<file path="src/rtl/mrx_pkg.sv">
package mrx_pkg;

    // class of the interval between two line transitions
    typedef enum logic [1:0] {
        W_SHORT = 2'd0,
        W_HALF  = 2'd1,
        W_FULL  = 2'd2,
        W_LONG  = 2'd3
    } wcls_e;

    // decoder states
    typedef enum logic [2:0] {
        ST_HUNT = 3'd0,  // waiting for a full-bit spaced edge
        ST_SYNC = 3'd1,  // locked on preamble mid-bit edges
        ST_BOF  = 3'd2,  // saw a boundary edge, expecting second one
        ST_MID  = 3'd3,  // in frame, last edge was mid-bit
        ST_BND  = 3'd4   // in frame, last edge was a bit boundary
    } dec_st_e;

endpackage

</file>
<file path="src/rtl/mrx_baud.sv">
module mrx_baud #(
    parameter int DIV_W = 8
) (
    input  logic             clk,
    input  logic             rst_n,
    input  logic             div_wr,
    input  logic [DIV_W-1:0] div_val,
    output logic             tick
);

    typedef struct packed {
        logic [DIV_W-1:0] cnt;
        logic [DIV_W-1:0] rld;
    } baud_t;

    baud_t st_d, st_q;

    always_comb begin
        st_d = st_q;
        if (div_wr) begin
            st_d.rld = div_val;
        end
        if (st_q.cnt == '0) begin
            st_d.cnt = st_q.rld;
        end else begin
            st_d.cnt = st_q.cnt - 1'b1;
        end
    end

    assign tick = (st_q.cnt == '0);

    always_ff @(posedge clk or negedge rst_n) begin
        if (!rst_n) begin
            st_q <= '0;
        end else begin
            st_q <= st_d;
        end
    end

endmodule

</file>
<file path="src/rtl/mrx_edge.sv">
module mrx_edge
    import mrx_pkg::*;
#(
    parameter int RUN_W    = 5,
    parameter int HALF_MIN = 3,
    parameter int HALF_MAX = 5,
    parameter int FULL_MAX = 10,
    parameter int IDLE_RUN = 16
) (
    input  logic  clk,
    input  logic  rst_n,
    input  logic  tick,
    input  logic  line_in,
    output logic  ev_edge,
    output logic  ev_rise,
    output wcls_e ev_cls,
    output logic  ev_idle
);

    localparam logic [RUN_W-1:0] RUN_MAX = {RUN_W{1'b1}};
    localparam logic [RUN_W-1:0] H_MIN_V = RUN_W'(HALF_MIN);
    localparam logic [RUN_W-1:0] H_MAX_V = RUN_W'(HALF_MAX);
    localparam logic [RUN_W-1:0] F_MAX_V = RUN_W'(FULL_MAX);
    localparam logic [RUN_W-1:0] IDLE_V  = RUN_W'(IDLE_RUN);

    typedef struct packed {
        logic             sync1;
        logic             sync2;
        logic             samp;
        logic [RUN_W-1:0] run;
        logic             edge_ev;
        logic             rise;
        wcls_e            cls;
        logic             idle;
    } edge_t;

    edge_t st_d, st_q;
    logic [RUN_W-1:0] run_inc;

    function automatic wcls_e classify(input logic [RUN_W-1:0] n);
        if (n < H_MIN_V)       return W_SHORT;
        else if (n <= H_MAX_V) return W_HALF;
        else if (n <= F_MAX_V) return W_FULL;
        else                   return W_LONG;
    endfunction

    assign run_inc = st_q.run + 1'b1;

    always_comb begin
        st_d         = st_q;
        st_d.sync1   = line_in;
        st_d.sync2   = st_q.sync1;
        st_d.edge_ev = 1'b0;
        st_d.idle    = 1'b0;
        if (tick) begin
            st_d.samp = st_q.sync2;
            if (st_q.sync2 != st_q.samp) begin
                st_d.edge_ev = 1'b1;
                st_d.rise    = st_q.sync2;
                st_d.cls     = classify(st_q.run);
                st_d.run     = RUN_W'(1);
            end else if (st_q.run != RUN_MAX) begin
                st_d.run  = run_inc;
                st_d.idle = st_q.samp && (run_inc == IDLE_V);
            end
        end
    end

    assign ev_edge = st_q.edge_ev;
    assign ev_rise = st_q.rise;
    assign ev_cls  = st_q.cls;
    assign ev_idle = st_q.idle;

    always_ff @(posedge clk or negedge rst_n) begin
        if (!rst_n) begin
            st_q.sync1   <= 1'b1;
            st_q.sync2   <= 1'b1;
            st_q.samp    <= 1'b1;
            st_q.run     <= RUN_MAX;
            st_q.edge_ev <= 1'b0;
            st_q.rise    <= 1'b0;
            st_q.cls     <= W_LONG;
            st_q.idle    <= 1'b0;
        end else begin
            st_q <= st_d;
        end
    end

endmodule

</file>
<file path="src/rtl/mrx_decode.sv">
module mrx_decode
    import mrx_pkg::*;
(
    input  logic  clk,
    input  logic  rst_n,
    input  logic  rx_en,
    input  logic  coll_clr,
    input  logic  ev_edge,
    input  logic  ev_rise,
    input  wcls_e ev_cls,
    input  logic  ev_idle,
    output logic  bit_o,
    output logic  bit_vld_o,
    output logic  sof_o,
    output logic  eof_o,
    output logic  coll_o
);

    typedef struct packed {
        dec_st_e st;
        logic    bval;
        logic    vld;
        logic    sof;
        logic    eof;
        logic    coll;
    } dec_t;

    dec_t st_d, st_q;

    always_comb begin
        st_d     = st_q;
        st_d.vld = 1'b0;
        st_d.sof = 1'b0;
        st_d.eof = 1'b0;

        // collision flag runs regardless of rx_en; a set beats a clear
        if (coll_clr) st_d.coll = 1'b0;
        if (ev_edge && ev_cls == W_SHORT) st_d.coll = 1'b1;

        if (!rx_en) begin
            st_d.st = ST_HUNT;
        end else if (ev_edge) begin
            if (ev_cls == W_SHORT || ev_cls == W_LONG) begin
                st_d.st = ST_HUNT;
            end else begin
                unique case (st_q.st)
                    ST_HUNT: begin
                        if (ev_cls == W_FULL) st_d.st = ST_SYNC;
                    end
                    ST_SYNC: begin
                        if (ev_cls == W_HALF) st_d.st = ST_BOF;
                    end
                    ST_BOF: begin
                        if (ev_cls == W_HALF && ev_rise) begin
                            st_d.sof = 1'b1;
                            st_d.st  = ST_MID;
                        end else begin
                            st_d.st = ST_HUNT;
                        end
                    end
                    ST_MID: begin
                        if (ev_cls == W_FULL) begin
                            st_d.vld  = 1'b1;
                            st_d.bval = ev_rise;
                        end else begin
                            st_d.st = ST_BND;
                        end
                    end
                    ST_BND: begin
                        if (ev_cls == W_HALF) begin
                            st_d.vld  = 1'b1;
                            st_d.bval = ev_rise;
                            st_d.st   = ST_MID;
                        end else begin
                            st_d.st = ST_HUNT;
                        end
                    end
                    default: st_d.st = ST_HUNT;
                endcase
            end
        end else if (ev_idle) begin
            if (st_q.st == ST_MID || st_q.st == ST_BND) st_d.eof = 1'b1;
            st_d.st = ST_HUNT;
        end
    end

    assign bit_o     = st_q.bval;
    assign bit_vld_o = st_q.vld;
    assign sof_o     = st_q.sof;
    assign eof_o     = st_q.eof;
    assign coll_o    = st_q.coll;

    always_ff @(posedge clk or negedge rst_n) begin
        if (!rst_n) begin
            st_q.st   <= ST_HUNT;
            st_q.bval <= 1'b0;
            st_q.vld  <= 1'b0;
            st_q.sof  <= 1'b0;
            st_q.eof  <= 1'b0;
            st_q.coll <= 1'b0;
        end else begin
            st_q <= st_d;
        end
    end

endmodule

</file>
<file path="src/rtl/mrx_top.sv">
module mrx_top
    import mrx_pkg::*;
#(
    parameter int DIV_W    = 8,
    parameter int RUN_W    = 5,
    parameter int HALF_MIN = 3,
    parameter int HALF_MAX = 5,
    parameter int FULL_MAX = 10,
    parameter int IDLE_RUN = 16
) (
    input  logic             clk,
    input  logic             rst_n,
    input  logic             baud_wr,
    input  logic [DIV_W-1:0] baud_val,
    input  logic             rx_en,
    input  logic             coll_clr,
    input  logic             line_in,
    output logic             bit_o,
    output logic             bit_vld_o,
    output logic             sof_o,
    output logic             eof_o,
    output logic             coll_o
);

    logic  smp_tick;
    logic  ev_edge;
    logic  ev_rise;
    wcls_e ev_cls;
    logic  ev_idle;
    logic  short_ev;

    assign short_ev = ev_edge && (ev_cls == W_SHORT);

    mrx_baud #(.DIV_W(DIV_W)) u_baud (
        .clk     (clk),
        .rst_n   (rst_n),
        .div_wr  (baud_wr),
        .div_val (baud_val),
        .tick    (smp_tick)
    );

    mrx_edge #(
        .RUN_W    (RUN_W),
        .HALF_MIN (HALF_MIN),
        .HALF_MAX (HALF_MAX),
        .FULL_MAX (FULL_MAX),
        .IDLE_RUN (IDLE_RUN)
    ) u_edge (
        .clk     (clk),
        .rst_n   (rst_n),
        .tick    (smp_tick),
        .line_in (line_in),
        .ev_edge (ev_edge),
        .ev_rise (ev_rise),
        .ev_cls  (ev_cls),
        .ev_idle (ev_idle)
    );

    mrx_decode u_dec (
        .clk       (clk),
        .rst_n     (rst_n),
        .rx_en     (rx_en),
        .coll_clr  (coll_clr),
        .ev_edge   (ev_edge),
        .ev_rise   (ev_rise),
        .ev_cls    (ev_cls),
        .ev_idle   (ev_idle),
        .bit_o     (bit_o),
        .bit_vld_o (bit_vld_o),
        .sof_o     (sof_o),
        .eof_o     (eof_o),
        .coll_o    (coll_o)
    );

endmodule

</file>
<file path="config.mk">
export PLATFORM = sky130hd
export DESIGN_NAME = mrx_top
export DESIGN_NICKNAME = d
export VERILOG_FILES = /design/src/rtl/mrx_pkg.sv /design/src/rtl/mrx_baud.sv /design/src/rtl/mrx_edge.sv /design/src/rtl/mrx_decode.sv /design/src/rtl/mrx_top.sv
export SDC_FILE = /design/constraint.sdc
export NUM_CORES = 1
export LEC_CHECK = 0
export BUFFER_PORTS_ARGS = -buffer_cell sky130_fd_sc_hd__buf_2
export CAP_MARGIN = 0
export CORE_MARGIN = 8
export CORE_UTILIZATION = 60
export CTS_CLUSTER_DIAMETER = 30
export DETAILED_ROUTE_END_ITERATION = 12
export PLACE_DENSITY_LB_ADDON = 0.08
export SYNTH_ARGS = -nofsm -noshare
export SYNTH_HDL_FRONTEND = slang
export SYNTH_SLANG_ARGS = --single-unit
</file>
<file path="constraint.sdc">
create_clock -name clk -period 4.4 [get_ports clk]
set_clock_uncertainty 0.05 [all_clocks]
set_input_delay 0.88 -clock clk [delete_from_list [all_inputs] [get_ports clk]]
set_output_delay 0.88 -clock clk [all_outputs]
set_load 0.01 [all_outputs]
</file>
==> metrics, run 1 <==
final wirelength=about 3.3 mm; worst hold endpoint=u_edge.st_q[11]; Worst R2R Start=u_baud.st_q[8]; core region area=between 3000 and 4000 um2; Die X=between 70 and 80 um; Synth Area in Compound Gates=12.81%; cell count after placement=approximately 230; synthesized area=roughly 1900 um2; Inserted Diodes=0; initial antenna violation count=0; first drt pass iteration count=5; Max H-tree Level=2; leading cell type in the layout, fill and taps excluded=dfrtp_1; Hold-fix buffers, CTS=0; final worst path period need=between 2 and 2.5 ns; pin count of the biggest net entering global routing=38; hold_sp=u_edge.st_d[11]; worst reg2reg path endpoint=u_edge.st_q[9]; clock tree buffer depth=2; vias in the first global route=1281; setup_tns=0 ns; Fin. Hold Viols=0; fin crit share=just over 50%; Seq/Total Area, Yosys=49.54%; Hold Path Cell Cnt=0; asr flop ratio synth=between 90% and 100%; Mean Syn Cell Area=between 10 and 15 um2; hpwl dp=2.393 mm; Arrival @ worst endpoint=2.46 ns; Iteration-0 DRC Markers=56; crit path kind=flip-flop to flip-flop; global-route wire length before repair=5.651 mm; final-report setup violation count=0; CTS tree=yes; ratio of cells with drive above 1 in the final layout=a little over a quarter; Worst Tran Pin Value=around 0.78 ns; worst IR drop on VDD=332.7 uV; Synth Flop Type=dfrtp_1; CP max stage cell=or4b_1; # rows=20; Req. time, crit path=around 4.6 ns; post-synthesis mux area share=around a tenth; initial core utilization=62.56%; Post-CTS Setup Repair Bufs=0; CP Capture Type=flip-flop; Yosys reg bits=37; syn nets=202; biggest fanout along the worst timing path=12; r2r setup slk=between 2 and 2.5 ns; Slew Limit Fails=0; GP Congestion=0.8496; pwr/cell area=~460 nW/um2; Post-Synth XOR/XNOR Area=between 1.5 and 2%; largest family of logic cells by synthesized area=simple AND/OR/NAND/NOR gates; fin util=slightly below 70%; RSZ-0062 raised after global routing=false; Synth Area in Adders=under 10%; TritonCTS buffer count=5; yosys warns=0; antenna viol nets, final=0; Buf/Inv on CP=1; Port Buffers=18; startpoint types=flip-flop; synthesized instance count=179; highest clock rate=between 400 and 500 MHz; fin nets=218; CP peak stage delay=about 0.60 ns; Tot GR Track Use=between 10% and 20%; Crit path max-delay family=simple AND/OR/NAND/NOR gates; max cap viols=0; DRC=0; number of primary I/O pins=19; routed len/inst=between 10 and 15 um; die area=~5200 um2; clk_lat worst skew=about 0.34 ns; post-CTS sizing=0; Worst Reg-to-Reg Cells=6; Hold WC Path Type=flip-flop to flip-flop; DIE HEIGHT=between 70 and 80 um; Vias=between 1000 and 1500; CTS clock-pin slew for the worst setup and hold paths=roughly 0.11 ns; slew margin rel.=about half; CTS sink cnt=37; Post-Synth Simple-Gate Area=between 10% and 20%; worst-path cell chain=inv_1 > ha_1 > or4b_1 > or2_4 > nor3_1 > a22o_1; status=finished, final reports clean; non-filler cells, final=between 200 and 250; Pleak=a little over 0.9 nW; Avg Vias per Cell=5.575; total grt overflow=0; synthesis-to-layout area growth=8.520%; most frequent cells in the layout=dfrtp_1, buf_2, o21ai_0; number of synthesized flops with an enable pin=0; Synth cell types=44; Clock Tree Root=clkbuf_4
## layout make-up
class,instances,area [um2]
Clock buffer,6,51.30
Sequential cell,37,938.4
Tap cell,44,55.05
Fill cell,219,972.2
Timing Repair Buffer,18,90.09
Inverter,11,41.29
Clock inverter,2,13.76
Multi-Input combinational cell,122,865.8
## cells by family (layout without fill, tap and decap cells)
family | Yosys count | count (layout)
simple gates | 55 | 55
compound gates | 37 | 37
flops | 37 | 37
buf+inv | 20 | 37
mux | 17 | 17
fa+ha+maj | 9 | 9
xor+xnor | 4 | 4
## sequential cells by signal, indices dropped and copies added, names as in the netlist, 2 cells and up
| signal | cells |
|---|---|
| u_dec.st_q | 3 |
| u_edge.ev_cls | 2 |
| u_edge.st_q | 7 |
| u_baud.st_q | 16 |
## cells in the mapped netlist (all sizes together) (3+ instances only)
cell type	number	area share (%)
dfstp	10	14
nor3	3	0.79
ha	9	5.9
nand2	13	2.6
nand3	5	1.3
o21ai	15	4.0
clkbuf	7	1.4
xnor2	3	1.4
a21oi	8	2.1
dfrtp	27	36
mux2i	8	4.2
inv	11	2.2
nor2	15	3.4
mux2	9	5.4
nand4b	3	1.4
## power breakdown
part / internal, mW / switching (mW)
combinational: 0.117 / 0.126
sequential: 0.422 / 0.0876
clock: 0.0779 / 0.110
total: 0.617 / 0.324
## how the worst max path moves through the flow
stage,startpoint,endpoint,slack (ns),cells after the start
finish,u_baud.st_q[8],u_edge.st_q[9],2.17,6
floorplan,u_baud.st_q[8],u_edge.st_q[8],2.37,7
detailed placement,u_baud.st_q[8],u_edge.st_q[9],2.25,6
CTS,u_baud.st_q[8],u_edge.st_q[9],2.17,6
global route,u_baud.st_q[8],u_edge.st_q[9],2.05,6
global placement,u_baud.st_q[8],u_edge.st_q[9],2.32,6
## layer usage
metal	global-route usage, %	wire, um	part of all wire [%]
met5	0	0	0
met2	22.37	1590	49
met4	7.483	58	1.8
met3	3.857	154	4.7
met1	16.02	1464	45
## stage by stage
step	hold slack [ns]	cell area, um2	worst slack (ns)	power (mW)
floorplan	0.2952	1894	2.374	0.7003
global placement	0.2981	1991	2.317	0.7441
detailed placement	0.2987	1991	2.248	0.7606
CTS	0.3159	2056	2.167	0.9545
global route	0.3179	2056	2.053	1.008
finish	0.3132	2056	2.173	0.9409
(Power assumes the default switching activity.)
==> run 2, diff against run 1 <==
- CORE_UTILIZATION: 60 -> 52
- clock period: 4.4 -> 2 ns (I/O delays scaled with it)
==> metrics, run 2 (synthesis results as in run 1) <==
Port Buffers=18; RSZ-0062 raised after global routing=false; max FFs per register=16; ratio of cells with drive above 1 in the final layout=a little under a third; Hold WC Path Type=primary input to flip-flop; Fin. Hold Viols=0; pin count of the biggest net entering global routing=24; Multi-input gate area=a little under 900 um2; Tot GR Track Use=roughly 13%; die area=5830 um2; DIE HEIGHT=between 70 and 80 um; hold_ws=~0.11 ns; CP Capture Type=flip-flop; Worst Tran Pin Value=0.4934 ns; total grt overflow=0; Iteration-0 DRC Markers=slightly below 100; Arrival @ worst endpoint=2.14 ns; Reg area=938.4 um2; number of primary I/O pins=19; initial antenna violation count=0; Slew Limit Fails=0; vias in the first global route=~1400; hpwl dp=~2.6 mm; pwr/cell area=1008 nW/um2; most frequent cells in the layout=dfrtp_1, buf_2, nor2_1, o21ai_0, nand2_1; # rows=22; highest clock rate=between 500 and 600 MHz; CTS sink cnt=37; worst IR drop on VDD=~530 uV; fin crit share=a little over nine tenths; CTS clock-pin slew for the worst setup and hold paths=between 0.1 and 0.15 ns; fin nets=230; routed len/inst=13.69 um; slew margin rel.=about two thirds; biggest fanout along the worst timing path=7; core region area=3578 um2; PnR worst setup slack=0.08124 ns; Max H-tree Level=2; cell count after placement=about 250; biggest regs=u_baud.st_q: 16 flops, u_edge.st_q: 7 flops, u_dec.st_q: 3 flops; crit path kind=flip-flop to flip-flop; Die X=roughly 76 um; # fillers=314; final worst path period need=about 1.9 ns; final-report setup violation count=0; Vias=~1400; status=finished, final reports clean; final wirelength=roughly 3.5 mm; Avg Vias per Cell=about 5.3; final instance area=between 2000 and 2500 um2; Req. time, crit path=2.22 ns; leading cell type in the layout, fill and taps excluded=dfrtp_1; clk_lat worst skew=approximately 0.33 ns; Biggest register=u_baud.st_q; first drt pass iteration count=4; Place WS=-0.02002 ns; global-route wire length before repair=slightly above 6 mm; Clock Tree Root=clkbuf_4; Pleak=~0.98 nW; DRC=0; startpoint types=flip-flop; synthesis-to-layout area growth=15.19%; GP Congestion=a little under 0.8; setup_tns=0 ns; initial core utilization=around 53%; Inserted Diodes=0; TritonCTS buffer count=5; CTS tree=yes; max cap viols=0; clock tree buffer depth=2; Area after DPL=around 2100 um2; antenna viol nets, final=0; non-filler cells, final=256
-- run 2: critical path, cell delays in order (launching register included) --
cell	delay (ns)
dfrtp_1	0.40
inv_1	0.07
ha_2	0.17
or4b_4	0.49
or2_4	0.30
nor3_2	0.21
a22o_1	0.16
-- run 2: final cells by class --
class	count	area share (%)
flip-flops and latches	37	43.00
multi-input cells	122	41.00
repair buffers	30	8.372
well taps	48	2.752
clock buffers	6	2.351
inverters	11	1.892
clock inverters	2	0.6307
-- run 2: what timing repair did --
item | CTS | global route
gates resized for setup | 0 | 3
setup endpoints to repair | 3 | 4
pin swaps | 0 | 2
setup buffers | 1 | 0
hold endpoints to repair | 17 | 0
hold buffers | 1 | 0
-- run 2: power by group --
group	switching (mW)	internal, mW
clock	0.250	0.172
sequential	0.150	0.925
combinational	0.363	0.340
-- run 2: layer usage --
layer	up-vias	wire, um	global-route usage (%)
li1	680	-	-
met1	650	1634	14.56
met5	-	0	0
met4	0	51	6.154
met2	24	1686	21.17
met3	6	133	3.538
-- run 2: worst paths after layout --
check	from	slack [ns]	cells after the start	end
max	u_baud.st_q[9]	0.08	6	u_edge.st_q[9]
min	line_in	0.11	1	u_edge.st_d[11]
max reg2reg	u_baud.st_q[9]	0.08	6	u_edge.st_q[9]
min reg2reg	u_edge.st_d[11]	0.32	0	u_edge.st_q[11]
max in group asynchronous	rst_n	0.81	3	u_edge.st_q[9]
min in group asynchronous	rst_n	0.49	2	u_baud.st_q[13]
-- run 2: metrics by stage --
stage / power [mW] / util [%]
final: 2.200 / 60.98
after detailed placement: 1.768 / 58.04
after global placement: 1.726 / 58.04
after global routing: 2.372 / 60.98
after floorplan: 1.552 / -
after CTS: 2.210 / 60.35
==> run 3, diff against run 2 <==
- CTS_BUF_LIST: default -> sky130_fd_sc_hd__clkbuf_16
==> metrics, run 3 (synthesis results as in run 1) <==
Vias=around 1400; clock tree buffer depth=2; Clock Tree Root=clkbuf_16; CTS clock-pin slew for the worst setup and hold paths=about 0.060 ns; Req. time, crit path=2.12 ns; Max H-tree Level=2; Iteration-0 DRC Markers=around 120; max cap viols=0; leading cell type in the layout, fill and taps excluded=dfrtp_1; final wirelength=about 3.6 mm; Slew Limit Fails=0; # fillers=310; DR top layer=met4; slew margin rel.=around two thirds; DIE HEIGHT=around 76 um; CP peak stage delay=just under 0.5 ns; CTS tree=yes; non-filler cells, final=between 200 and 300; Hold-fix buffers, CTS=0; vias in the first global route=1420; GP Congestion=between 0.7 and 0.8; first drt pass iteration count=4; Buf/Inv on CP=1; final worst path period need=1.910 ns; status=finished, final reports clean; clk_lat worst skew=around 0.28 ns; worst-path cell chain=inv_1 > ha_2 > or4b_4 > or2_4 > a2111oi_4; fin crit share=between 90% and 100%; highest clock rate=~520 MHz; met2 WL post-DR=roughly 1.8 mm; crit path kind=flip-flop to flip-flop; pin count of the biggest net entering global routing=24; Area after DPL=~2100 um2; met3 WL=approximately 150 um; most frequent cells in the layout=dfrtp_1, buf_2, nor2_1, o21ai_0, nand2_1; worst IR drop on VDD=751.1 uV; biggest regs=u_baud.st_q: 16 flops, u_edge.st_q: 7 flops, u_dec.st_q: 3 flops; number of primary I/O pins=19; Crit path max-delay family=simple AND/OR/NAND/NOR gates; Port Buffers=18; Tot GR Track Use=between 10% and 20%; antenna viol nets, final=0; Place WS=-0.02002 ns; Worst Tran Pin Value=between 0.4 and 0.5 ns; metal1 wirelength=approximately 1.6 mm; final instance area=around 2300 um2; die area=between 5000 and 6000 um2; setup_tns=0 ns; core region area=3578 um2; Avg Vias per Cell=about 5.4; fin nets=about 230; hold_ws=roughly 0.03 ns; pwr/cell area=1129 nW/um2; initial antenna violation count=0; # rows=22; Pleak=slightly above 1 nW; Reg area=between 900 and 1000 um2; global-route wire length before repair=6.251 mm; DRC=0; Inserted Diodes=0; Die X=76.36 um; biggest fanout along the worst timing path=7; TritonCTS buffer count=5; initial core utilization=52.94%; Biggest register=u_baud.st_q; Fin. Hold Viols=0; Multi-input gate area=~900 um2; CP max stage cell=or4b_4; startpoint types=flip-flop; max FFs per register=16; CTS sink cnt=37; ratio of cells with drive above 1 in the final layout=between 30% and 40%; final-report setup violation count=0; total grt overflow=0; routed len/inst=about 14 um; Hold WC Path Type=primary input to asynchronous set/reset pin; cell count after placement=246; PnR worst setup slack=about 0.090 ns; CP Capture Type=flip-flop; synthesis-to-layout area growth=19.09%; hpwl dp=2.636 mm; Arrival @ worst endpoint=a little over 2 ns
-- run 3: cell types whose count changed in the layout (fill, tap and decap cells not counted), sizes merged --
| cell | delta |
|---|---|
| clkbuf | -1 |
| clkinv | +1 |
| dlygate4sd3 | -1 |
-- run 3: path summary, 6_finish.rpt --
check | cells after the start | from | end | slack (ns)
max | 5 | u_baud.st_q[9] | u_edge.ev_idle | 0.09
min | 1 | rst_n | u_baud.st_q[5] | 0.03
max reg2reg | 5 | u_baud.st_q[9] | u_edge.ev_idle | 0.09
min reg2reg | 0 | u_edge.st_d[11] | u_edge.st_q[11] | 0.30
max in group asynchronous | 2 | rst_n | u_edge.st_q[9] | 1.28
min in group clk | 1 | line_in | u_edge.st_d[11] | 0.17
-- run 3: timing repair --
item / 4_1_cts / 5_1_grt
resized for setup: 0 / 4
pin swaps: 0 / 1
gates cloned: 0 / 0
setup buffers: 1 / 0
setup endpoints to repair: 3 / 4
-- run 3: final cells by class --
type                       count  area share [%]
timing repair buffer          29           7.654
multi-input combinational    122           39.93
clock buffer                   5           5.546
clock inverter                 3          0.7765
inverter                      11           1.830
tap                           48           2.662
sequential                    37           41.60
-- run 3: through the flow --
step                util, %  power, mW
finish                63.04      2.547
global route          63.04      2.711
CTS                   62.24      2.547
detailed placement    58.04      1.768
global placement      58.04      1.726
floorplan                 -      1.552
-- run 3: metal layers --
layer	up-vias	global-route usage (%)
li1	679	-
met1	658	14.56
met2	24	21.94
met3	7	4.127
met4	0	4.231
met5	-	0
-- run 3: report_power, final --
part / switching [mW] / leakage, nW / internal (mW) / total (mW)
logic: 0.368 / 0.495 / 0.339 / 0.707
clock network: 0.297 / 0.0712 / 0.456 / 0.753
registers: 0.158 / 0.443 / 0.928 / 1.09
total: 0.823 / 1.01 / 1.72 / 2.55
-- run 3: worst reg2reg max path, cell delays in order (launching register included) --
cell and delay, ns:
dfrtp_1 0.38, inv_1 0.07, ha_2 0.17, or4b_4 0.49, or2_4 0.30, a2111oi_4 0.33
